`config.mk`:
```
export PLATFORM = sky130hd
export DESIGN_NAME = seq_divider
export DESIGN_NICKNAME = d
export VERILOG_FILES = /design/src/rtl/div_pkg.sv /design/src/rtl/div_cond_neg.sv /design/src/rtl/div_step.sv /design/src/rtl/seq_divider.sv
export SDC_FILE = /design/constraint.sdc
export NUM_CORES = 1
export LEC_CHECK = 0
export ABC_AREA = 1
export BUFFER_PORTS_ARGS = -buffer_cell sky130_fd_sc_hd__buf_2
export CAP_MARGIN = 40
export CORE_AREA = 2 2 159 161
export CTS_BUF_LIST = sky130_fd_sc_hd__clkbuf_8
export CTS_CLUSTER_DIAMETER = 120
export DETAILED_ROUTE_END_ITERATION = 7
export DIE_AREA = 0 0 161 163
export PLACE_DENSITY = 0.81
export SLEW_MARGIN = 20
export SYNTH_ARGS = -nofsm -noshare
export SYNTH_HDL_FRONTEND = slang
export SYNTH_SLANG_ARGS = --single-unit
```
`constraint.sdc`:
```
create_clock -name clk_i -period 2.6 [get_ports clk_i]
set_input_delay 0.13 -clock clk_i [delete_from_list [all_inputs] [get_ports clk_i]]
set_output_delay 0.13 -clock clk_i [all_outputs]
set_load 0.01 [all_outputs]
```
`src/rtl/div_pkg.sv`:
```
package div_pkg;
  typedef enum logic [1:0] {
    ST_IDLE = 2'd0,
    ST_RUN  = 2'd1,
    ST_FIX  = 2'd2
  } div_state_e;
endpackage

```
`src/rtl/div_cond_neg.sv`:
```
module div_cond_neg #(
  parameter int WIDTH = 32
) (
  input  logic [WIDTH-1:0] val_i,
  input  logic             neg_i,
  output logic [WIDTH-1:0] val_o
);
  always_comb val_o = neg_i ? (~val_i + WIDTH'(1)) : val_i;
endmodule

```
`src/rtl/div_step.sv`:
```
module div_step #(
  parameter int WIDTH = 32
) (
  input  logic [WIDTH-1:0] rem_hi_i,
  input  logic [WIDTH-1:0] rem_lo_i,
  input  logic [WIDTH-1:0] divisor_i,
  output logic [WIDTH-1:0] rem_hi_o,
  output logic [WIDTH-1:0] rem_lo_o
);
  // shift first, keep the bit shifted out of the upper half
  logic [WIDTH:0] shifted;
  logic [WIDTH:0] trial;
  logic           fits;

  always_comb begin
    shifted  = {rem_hi_i, rem_lo_i[WIDTH-1]};
    trial    = shifted - {1'b0, divisor_i};
    fits     = ~trial[WIDTH];
    // negative trial: restore the shifted value
    rem_hi_o = fits ? trial[WIDTH-1:0] : shifted[WIDTH-1:0];
    rem_lo_o = {rem_lo_i[WIDTH-2:0], fits};
  end
endmodule

```
`src/rtl/seq_divider.sv`:
```
module seq_divider
  import div_pkg::*;
#(
  parameter int WIDTH = 32
) (
  input  logic             clk_i,
  input  logic             rst_ni,
  input  logic             start_i,
  input  logic             signed_i,
  input  logic [WIDTH-1:0] dividend_i,
  input  logic [WIDTH-1:0] divisor_i,
  output logic [WIDTH-1:0] quotient_o,
  output logic [WIDTH-1:0] remainder_o,
  output logic             done_o,
  output logic             div_zero_o
);
  localparam int CW = $clog2(WIDTH + 1);
  localparam logic [CW-1:0] LAST = CW'(WIDTH - 1);

  div_state_e       state_q;
  logic [CW-1:0]    cnt_q;
  logic [WIDTH-1:0] divisor_q, rem_hi_q, rem_lo_q;
  logic             q_neg_q, r_neg_q;
  logic             busy, accept;

  logic             a_neg, b_neg;
  logic [WIDTH-1:0] mag_a, mag_b;
  logic [WIDTH-1:0] step_hi, step_lo;
  logic [WIDTH-1:0] q_fixed, r_fixed;

  assign busy   = (state_q != ST_IDLE);
  assign accept = start_i && !busy;
  assign a_neg  = signed_i && dividend_i[WIDTH-1];
  assign b_neg  = signed_i && divisor_i[WIDTH-1];

  div_cond_neg #(.WIDTH(WIDTH)) u_mag_a (.val_i(dividend_i), .neg_i(a_neg), .val_o(mag_a));
  div_cond_neg #(.WIDTH(WIDTH)) u_mag_b (.val_i(divisor_i),  .neg_i(b_neg), .val_o(mag_b));

  div_step #(.WIDTH(WIDTH)) u_step (
    .rem_hi_i (rem_hi_q),
    .rem_lo_i (rem_lo_q),
    .divisor_i(divisor_q),
    .rem_hi_o (step_hi),
    .rem_lo_o (step_lo)
  );

  div_cond_neg #(.WIDTH(WIDTH)) u_fix_q (.val_i(rem_lo_q), .neg_i(q_neg_q), .val_o(q_fixed));
  div_cond_neg #(.WIDTH(WIDTH)) u_fix_r (.val_i(rem_hi_q), .neg_i(r_neg_q), .val_o(r_fixed));

  always_ff @(posedge clk_i or negedge rst_ni) begin
    if (!rst_ni) begin
      state_q     <= ST_IDLE;
      cnt_q       <= '0;
      divisor_q   <= '0;
      rem_hi_q    <= '0;
      rem_lo_q    <= '0;
      q_neg_q     <= 1'b0;
      r_neg_q     <= 1'b0;
      quotient_o  <= '0;
      remainder_o <= '0;
      done_o      <= 1'b0;
      div_zero_o  <= 1'b0;
    end else begin
      done_o <= 1'b0;
      unique case (state_q)
        ST_IDLE: begin
          if (accept) begin
            if (divisor_i == '0) begin
              quotient_o  <= '1;
              remainder_o <= dividend_i;
              div_zero_o  <= 1'b1;
              done_o      <= 1'b1;
            end else begin
              divisor_q <= mag_b;
              rem_hi_q  <= '0;
              rem_lo_q  <= mag_a;
              q_neg_q   <= a_neg ^ b_neg;
              r_neg_q   <= a_neg;
              cnt_q     <= '0;
              state_q   <= ST_RUN;
            end
          end
        end
        ST_RUN: begin
          rem_hi_q <= step_hi;
          rem_lo_q <= step_lo;
          cnt_q    <= cnt_q + CW'(1);
          if (cnt_q == LAST) state_q <= ST_FIX;
        end
        ST_FIX: begin
          quotient_o  <= q_fixed;
          remainder_o <= r_fixed;
          div_zero_o  <= 1'b0;
          done_o      <= 1'b1;
          state_q     <= ST_IDLE;
        end
        default: state_q <= ST_IDLE;
      endcase
    end
  end
endmodule

```
==> results of run 1 <==
==> routing by layer <==
| metal | share of wire | vias up | global-route usage |
|---|---|---|---|
| li1 | - | 7075 | - |
| met1 | 0.43 | 6759 | 0.4713 |
| met2 | 0.44 | 734 | 0.5519 |
| met3 | 0.095 | 93 | 0.06519 |
| met4 | 0.036 | 0 | 0.1238 |
| met5 | 0 | - | 0 |
==> layout make-up <==
cell class              instances  area (um2)
multi-input cells            1545        7726
clock buffers                  17       234.0
fillers                      2356        9228
well taps                     330       412.9
repair buffers                221        1510
diodes                          1       2.502
flip-flops and latches        172        4304
clock inverters                15       152.6
inverters                     294        1104
==> Yosys cell counts (2+ instances only) <==
cell / n / area, um2
nor3_2: 3 / 30.03
buf_4: 7 / 52.55
and2_1: 4 / 25.02
nor2_4: 2 / 22.52
a21o_1: 3 / 22.52
nand3_2: 3 / 30.03
o21bai_1: 5 / 37.54
o221ai_1: 7 / 61.31
nor2_1: 203 / 762.0
a21oi_2: 2 / 17.52
nand2_4: 2 / 22.52
nand2_2: 10 / 62.56
dfrtp_1: 172 / 4304
inv_1: 285 / 1070
nand2_1: 606 / 2275
a21oi_1: 61 / 305.3
o21ai_1: 11 / 55.05
clkbuf_1: 31 / 116.4
buf_6: 5 / 56.30
or2_2: 7 / 43.79
nand3_1: 256 / 1281
xnor2_1: 22 / 192.7
clkinv_1: 2 / 7.510
nor4_1: 6 / 37.54
inv_2: 7 / 26.28
nand4_1: 32 / 200.2
buf_2: 18 / 90.09
o211ai_1: 9 / 67.56
a22oi_1: 20 / 150.1
nor2_2: 7 / 43.79
ha_1: 37 / 462.9
xor2_1: 46 / 402.9
nand3b_1: 8 / 60.06
o21ai_0: 105 / 525.5
nor3_1: 15 / 75.07
buf_1: 6 / 22.52
o31ai_1: 4 / 30.03
o22ai_1: 7 / 43.79
a31oi_1: 29 / 181.4
==> state kept, by name, indices dropped and copies added (netlist names) <==
signal,count
cnt_q,6
div_zero_o,1
divisor_q,32
done_o,1
q_neg_q,1
quotient_o,32
r_neg_q,1
rem_hi_q,32
rem_lo_q,32
remainder_o,32
state_q,2
==> cell families (layout without fill, tap and decap cells) <==
group | after synthesis | in the layout | synth area share
other | 0 | 1 | 0
AO/OA/AOI/OAI | 268 | 268 | 0.1153
flip-flops | 172 | 172 | 0.3216
buffers and inverters | 361 | 547 | 0.1077
XOR/XNOR | 68 | 68 | 0.04451
AND/OR/NAND/NOR | 1169 | 1171 | 0.3748
adder cells (fa/ha/maj) | 38 | 38 | 0.03609
==> worst register-to-register path, stage by stage (launching register included) <==
cell,delay (ns)
dfrtp_1,0.49
ha_1,0.38
nand2_1,0.15
inv_1,0.07
a21oi_2,0.17
nand2_2,0.10
nand2_1,0.08
nand2_2,0.08
nand2_2,0.14
nand2_4,0.09
nand2_8,0.15
buf_12,0.18
nand3_1,0.10
nand3_1,0.10
nand2_1,0.05
==> where the power goes <==
group	internal, uW	switching, uW	total, uW
Clock	713	1170	1890
Sequential	3950	1110	5060
Combinational	5050	9340	14400
Total	9720	11600	21300
==> path summary, 6_finish.rpt <==
check	to	slack [ns]	cells past startpoint
worst min-delay path	divisor_q[13]	0.03	3
max in group asynchronous	quotient_o[29]	1.75	3
worst max-delay path	rem_hi_q[13]	0.18	14
worst min register to register	divisor_q[11]	0.50	2
worst max register to register	rem_hi_q[13]	0.18	14
min in group asynchronous	remainder_o[4]	0.11	2
==> timing repair <==
item | CTS | global route
setup buffers | 0 | 4
gates cloned | 0 | 2
resized for setup | 1 | 14
pin swaps | 0 | 1
hold buffers | 26 | 0
endpoints found under the hold margin | 199 | 0
setup endpoints to repair | 13 | 32
==> metrics by stage <==
stage	instances	setup TNS, ns	cell area (um2)
floorplan	2076	0	13380
global route	2594	-0.01477	15440
detailed placement	2530	-0.004390	14660
finish	2595	0	15450
CTS	2588	0	15320
global placement	2530	0	14660
==> run metrics, run 1 <==
synthesized area=13,380 um2; Vias/cell=5.650; total gr overflow=0; fraction of layout cells with a size suffix above 1=0.1215; Reg clk slew, reported paths=0.10 ns; TritonCTS Buffers=17; CP peak stage delay=0.49 ns; dpl hpwl=35.75 mm; core region area=24,670 um2; worst path arrival time=2.78 ns; outcome=finished clean; final WL=45.28 mm; Core Util, Final=0.6260; first-pass GRT wire length=71.07 mm; Final Net Count=2,357; endpoints failing setup=0; global-route usage over all layers=0.3457; Syn Inst Count=2,076; syn_nets=2,182; Initial Util=0.5423; fin crit period=2.418 ns; Worst Slack Setup Final=0.1821 ns; standby leakage power=0.008011 uW; warnings from Yosys=0; Final Slew Violations=0; Crit Path Category=register to register; WHS=0.02504 ns; crit path buf inv count=2; Clock Sinks=172; worst skew pair latency=0.48 ns; fraction of registers with async set/reset=1.000; IO Pins=134; row cnt=58; CTS Buffer Depth=2; HP Start=divisor_i[13]; Critical Path Fanout Max=24; drt first pass iters=8; most common cell after layout, fill and taps aside=nand2_1; CTS tree=built; antenna-violating nets left=0; # Max-Cap Violations=0; worst vdd ir=612.2 uV; Most used DFF post-synth=dfrtp_1; flip-flop and latch count after synthesis=172; port bufs=133; CP startpoint=rem_hi_q[5]; register area share after synthesis=0.3216; Via Count=14,660; CP Cell Sequence=ha_1 > nand2_1 > inv_1 > a21oi_2 > nand2_2 > nand2_1 > nand2_2 > nand2_2 > nand2_4 > nand2_8 > buf_12 > nand3_1 > nand3_1 > nand2_1; 1st-iter DRT viols=1,626; Hold Crit Class=input pin to register; CTS HTree Levels=4; final hold violations=0; worst path required time=2.96 ns; PD cells=1382 nW/um2; die footprint=26,240 um2; average wire per standard cell=17.45 um; Worst Setup Start Kind=register; syn avg cell area=6.446 um2; f_max=413.6 MHz; initial antenna violation count=1; Worst Max-Slew Pin Slew=0.6225 ns; Layout Skew=0.01414 ns; Root Driver=clkbuf_8; critical path's slowest cell=dfrtp_1; Max transition margin=0.5845; Tcrit/Tclk final=0.9300; commonest cells after routing, fill and taps aside=nand2_1, inv_1, nand3_1; pre-CTS setup slack=-0.001902 ns; die width=161 um; via count of the first global-routing pass=13,560; Area Overhead vs Synth=15.43%; Die H=163 um; largest net degree at the start of global routing=77; Yosys cell types=50; Routability Congestion=1.026; crit-path leading delay family=simple AND/OR/NAND/NOR gates; total power=21,340 uW; worst r2r src=rem_hi_q[5]; drt drc=0; Worst setup EP type=register; EDFF count, synth=0
(Power assumes the default switching activity.)
==> run 2: changes to the inputs <==
--- a/config.mk
+++ b/config.mk
@@ -14,6 +14,7 @@
 export DETAILED_ROUTE_END_ITERATION = 7
 export DIE_AREA = 0 0 161 163
 export PLACE_DENSITY = 0.81
+export REMOVE_ABC_BUFFERS = 1
 export SLEW_MARGIN = 20
 export SYNTH_ARGS = -nofsm -noshare
 export SYNTH_HDL_FRONTEND = slang
==> run 2 against run 1 <==
Via count fell by 2.1%; sequential cell count stayed put; final cell count is 0.19% lower; sequential power increased by 2%; routed wire length is 7.6% lower; core utilization barely moved; fmax down 2.7%; first-iteration DRC count decreased by 24%; non-clock buffer count fell by 4; critical path type unchanged; critical endpoint is now rem_hi_q[16]; largest cell class unchanged.
==> run metrics, run 2 (synthesis results as in run 1) <==
Final Slew Violations=0 (unchanged); fin cells=2,590 (-0.19%); endpoints failing setup=0 (unchanged); drt first pass iters=5 (-3); f_max=402.5 MHz (-2.7%); core region area=24,670 um2 (unchanged); top sig layer=met4; drt drc=0 (unchanged); Layout Skew=0.01760 ns (+0.003459 ns); Routability Congestion=1.015 (-1.1%); Tcrit/Tclk final=0.9557 (+0.02569); Die H=163 um (unchanged); WL met1=17.02 mm (-12%); Final Net Count=2,353 (-0.17%); standby leakage power=0.007968 uW (-0.53%); most common cell after layout, fill and taps aside=nand2_1; row cnt=58 (unchanged); Crit Path Category=register to register; final WL=41.85 mm (-7.6%); fraction of layout cells with a size suffix above 1=0.1111 (-0.01040); Worst setup EP type=register; routed wire length on met2=20.17 mm (+0.26%); placed cells=2,505 (-0.99%); worst path arrival time=2.85 ns (+0.07 ns); metal3 WL=2.484 mm (-42%); WHS=0.004402 ns (-0.02064 ns); first-pass GRT wire length=66.83 mm (-6.0%); worst skew pair latency=0.49 ns (about the same); largest net degree at the start of global routing=66 (-14%); via count of the first global-routing pass=13,710 (+1.1%); R2R Setup Slk=0.12 ns (-0.07 ns); CTS Buffer Depth=2 (unchanged); outcome=finished clean; commonest cells after routing, fill and taps aside=nand2_1, inv_1, nand3_1; average wire per standard cell=16.16 um (-7.4%); Area Overhead vs Synth=15.51% (about the same); port bufs=133 (unchanged); ANT cells=0 (-1); Via Count=14,350 (-2.1%); die footprint=26,240 um2 (unchanged); antenna-violating nets left=0 (unchanged); worst path required time=2.97 ns (about the same); Root Driver=clkbuf_8; Worst Slack Setup Final=0.1153 ns (-0.06680 ns); TritonCTS Buffers=17 (unchanged); global-route usage over all layers=0.3178 (-0.02797); pre-CTS setup slack=0.06064 ns (+0.06254 ns); total gr overflow=0 (unchanged); Reg clk slew, reported paths=0.11 ns (about the same); # Max-Cap Violations=0 (unchanged); Critical Path Fanout Max=16 (-33%); Worst Setup Start Kind=register; Worst Max-Slew Pin Slew=0.7718 ns (+0.1493 ns); worst vdd ir=653.9 uV (+6.8%); initial antenna violation count=0 (-1); Hold Crit Class=input pin to register; Clock Sinks=172 (unchanged); 1st-iter DRT viols=1,241 (-24%); die width=161 um (unchanged); CTS HTree Levels=4 (unchanged); Max transition margin=0.4849 (-0.09962); PD cells=1334 nW/um2 (-3.4%); IO Pins=134 (unchanged); CTS tree=built; Initial Util=0.5423 (unchanged); final hold violations=0 (unchanged); Vias/cell=5.540 (-1.9%); dpl hpwl=31.84 mm (-11%); fin crit period=2.485 ns (+0.06680 ns)
[run 2: final timing paths]
kind | endpoint | depth (start not counted) | from
setup / recovery | rem_hi_q[16] | 14 | rem_hi_q[6]
hold / removal | divisor_q[5] | 3 | divisor_i[5]
setup reg to reg | rem_hi_q[16] | 14 | rem_hi_q[6]
hold reg to reg | divisor_q[22] | 2 | divisor_q[22]
max in group asynchronous | divisor_q[12] | 3 | rst_ni
min in group asynchronous | quotient_o[3] | 2 | rst_ni
[run 2: final cells by class]
class                   count  area (um2)
fillers                  2265        9216
multi-input cells        1545        7710
flip-flops and latches    172        4307
repair buffers            217        1498
inverters                 294        1104
well taps                 330       412.9
clock buffers              17       234.0
clock inverters            15       192.7
[run 2: critical path: stages (launching register included)]
cell     delay, ns
dfrtp_2       0.48
ha_1          0.36
nand2_1       0.17
inv_1         0.08
a21oi_2       0.20
nand2_2       0.11
nand2_1       0.09
nand2_2       0.06
nand2_2       0.11
nand2_2       0.08
nand2_4       0.18
buf_6         0.20
nand3_1       0.10
nand3_1       0.11
nand2_1       0.05
[run 2: layer usage]
layer,GRT usage,vias up
met1,0.3834,6532
met2,0.5593,605
li1,-,7061
met3,0.04304,150
met5,0,-
met4,0.1571,0
[run 2: report_power, final]
| group | total (uW) | switching (uW) | internal (uW) |
|---|---|---|---|
| logic | 13400 | 8720 | 4720 |
| clock network | 2040 | 1220 | 829 |
| registers | 5150 | 1200 | 3950 |
[run 2: metrics by stage]
stage / total power (uW) / util / instance area [um2] / setup TNS [ns]
3_3_place_gp: 17620 / 0.5848 / 14430 / 0
3_5_place_dp: 17960 / 0.5854 / 14450 / 0
6_report: 20630 / 0.6265 / 15460 / 0
2_1_floorplan: 14000 / - / 13040 / -27.76
4_1_cts: 20080 / 0.6226 / 15360 / 0
5_1_grt: 22570 / 0.6265 / 15460 / -0.05898
[run 2: what timing repair did]
item,4_1_cts,5_1_grt
setup endpoints to repair,0,32
hold endpoints to repair,118,0
buffers inserted,0,2
hold buffers,49,0
gates resized for setup,0,13
==> run 3: changes to the inputs <==
==> constraint.sdc (replaced) <==
create_clock -name clk_i -period 2.75 [get_ports clk_i]
set_input_delay 0.1375 -clock clk_i [delete_from_list [all_inputs] [get_ports clk_i]]
set_output_delay 0.1375 -clock clk_i [all_outputs]
set_load 0.01 [all_outputs]
==> run 3 against run 2 <==
Worst setup slack better by 0.11 ns; critical path depth up 2; power down 7.9%; routed wire length fell by 2.7%; final area is 0.84% lower; global-route usage shrank 0.60 points; first-iteration DRC count decreased by 6.0%; non-clock buffer count shrank 8; combinational power down 8%; die area stayed put; via count fell by 0.72%; largest power group unchanged.
==> run metrics, run 3 (synthesis results as in run 1) <==
outcome=finished clean; Layout Skew=0.02030 ns (+0.002700 ns); hold path cells=4 (+1); R2R Setup Slk=0.22 ns (+0.11 ns); CTS Buffer Depth=2 (unchanged); worst skew pair latency=0.49 ns (about the same); Final Slew Violations=0 (unchanged); total gr overflow=0 (unchanged); standby leakage power=0.007903 uW (-0.82%); 1st-iter DRT viols=1,167 (-6.0%); Root Driver=clkbuf_8; global-route usage over all layers=0.3118 (-0.005969); R2R depth=16 (+2); Total Neg Setup Slack=0 ns (unchanged); CTS HTree Levels=4 (unchanged); placed inst area=14,430 um2 (-0.14%); Critical Path Fanout Max=30 (+14); Tcrit/Tclk final=0.9188 (-0.03688); Routability Congestion=0.9235 (-9.0%); HP Start=divisor_i[27]; PD cells=1239 nW/um2 (-7.1%); RSZ-0062 raised after global routing=false; drt drc=0 (unchanged); Reg clk slew, reported paths=0.10 ns (about the same); drt first pass iters=6 (+1); via count of the first global-routing pass=13,280 (-3.2%); final WL=40.72 mm (-2.7%); Max transition margin=0.4986 (+0.01370); Clock Sinks=172 (unchanged); core region area=24,670 um2 (unchanged); first-pass GRT wire length=65.78 mm (-1.6%); endpoints failing setup=0 (unchanged); row cnt=58 (unchanged); final hold violations=0 (unchanged); Worst setup EP type=register; most common cell after layout, fill and taps aside=nand2_1; TritonCTS Buffers=17 (unchanged); port bufs=133 (unchanged); Crit Path Category=register to register; die footprint=26,240 um2 (unchanged); fin crit period=2.527 ns (+0.04193 ns); Worst Setup Start Kind=register; Vias/cell=5.521 (-0.33%); fraction of layout cells with a size suffix above 1=0.1053 (-0.005729); ANT cells=0 (unchanged); Hold Crit Class=input pin to register; worst path arrival time=2.91 ns (+0.06 ns); worst path required time=3.13 ns (+0.16 ns); Crit Reg-Reg Endpoint=rem_hi_q[24]; Final Net Count=2,343 (-0.42%); Die H=163 um (unchanged); die width=161 um (unchanged); largest net degree at the start of global routing=60 (-9.1%); worst r2r src=rem_lo_q[31]; CTS tree=built; f_max=395.8 MHz (-1.7%); Worst Max-Slew Pin Slew=0.7512 ns (-0.02053 ns); # Max-Cap Violations=0 (unchanged); worst vdd ir=588.7 uV (-10%); initial antenna violation count=0 (unchanged); hold path endpoint=divisor_q[27]; post-route cell area=15,330 um2 (-0.84%); IO Pins=134 (unchanged); Core Util, Final=0.6212 (-0.005274); WHS=0.01398 ns (+0.009576 ns); commonest cells after routing, fill and taps aside=nand2_1, inv_1, nand3_1; average wire per standard cell=15.78 um (-2.3%); antenna-violating nets left=0 (unchanged); Area Overhead vs Synth=14.54%; Initial Util=0.5423 (unchanged); Via Count=14,250 (-0.72%); dpl hpwl=31.48 mm (-1.2%)
## run 3: layer usage
metal / vias to the layer above / global-route usage / wire (um)
met3: 109 / 0.03616 / 2635
met1: 6507 / 0.3888 / 16830
met2: 587 / 0.5390 / 19450
met4: 0 / 0.1526 / 1815
met5: - / 0 / 0
li1: 7042 / - / -
## run 3: per-stage QoR
| step | instances | total power, uW | setup slack (ns) |
|---|---|---|---|
| 6_report | 2580 | 18990 | 0.2233 |
| 5_1_grt | 2580 | 20790 | 0.02358 |
| 4_1_cts | 2580 | 18780 | 0.1503 |
| 3_5_place_dp | 2499 | 16880 | 0.1714 |
| 3_3_place_gp | 2498 | 16600 | 0.2682 |
| 2_1_floorplan | 2009 | 13240 | -0.2427 |
## run 3: final cells by class
cell class	instances	area, um2
Clock buffer	17	234.0
Clock inverter	15	168.9
Fill cell	2297	9346
Inverter	294	1104
Multi-Input combinational cell	1543	7656
Sequential cell	172	4304
Tap cell	330	412.9
Timing Repair Buffer	209	1448
## run 3: where the power goes
group	leakage [uW]	internal, uW	switching [uW]
sequential	0.00210	3730	1120
combinational	0.00561	4310	8000
clock	0.000197	689	1140
total	0.00790	8730	10300
## run 3: worst max-delay path, cell delays in order, from the launching register on
cell and delay [ns]:
dfrtp_1 0.38, inv_1 0.11, ha_1 0.23, fa_1 0.42, inv_1 0.12, nand2_1 0.05, nand2_1 0.07, nand3_1 0.08
nand2_2 0.12, nand2_1 0.08, nand2_2 0.08, nand2_2 0.07, nand3_2 0.15, buf_12 0.20, nand3_1 0.11, nand3_1 0.10
nand2_1 0.05
## run 3: worst max path at each step
stage / cells after the start / from / endpoint
2_1_floorplan: 7 / state_q[1] / quotient_o[29]
3_3_place_gp: 17 / rem_lo_q[31] / rem_hi_q[31]
3_5_place_dp: 17 / rem_lo_q[31] / rem_hi_q[31]
4_1_cts: 17 / rem_lo_q[31] / rem_hi_q[16]
5_1_grt: 17 / rem_lo_q[31] / rem_hi_q[20]
6_report: 16 / rem_lo_q[31] / rem_hi_q[24]
## run 3: repair_timing
action,4_1_cts,5_1_grt
setup endpoints to repair,0,29
hold endpoints to repair,203,0
resized for setup,0,1
hold buffers,49,0
buffers inserted,0,0
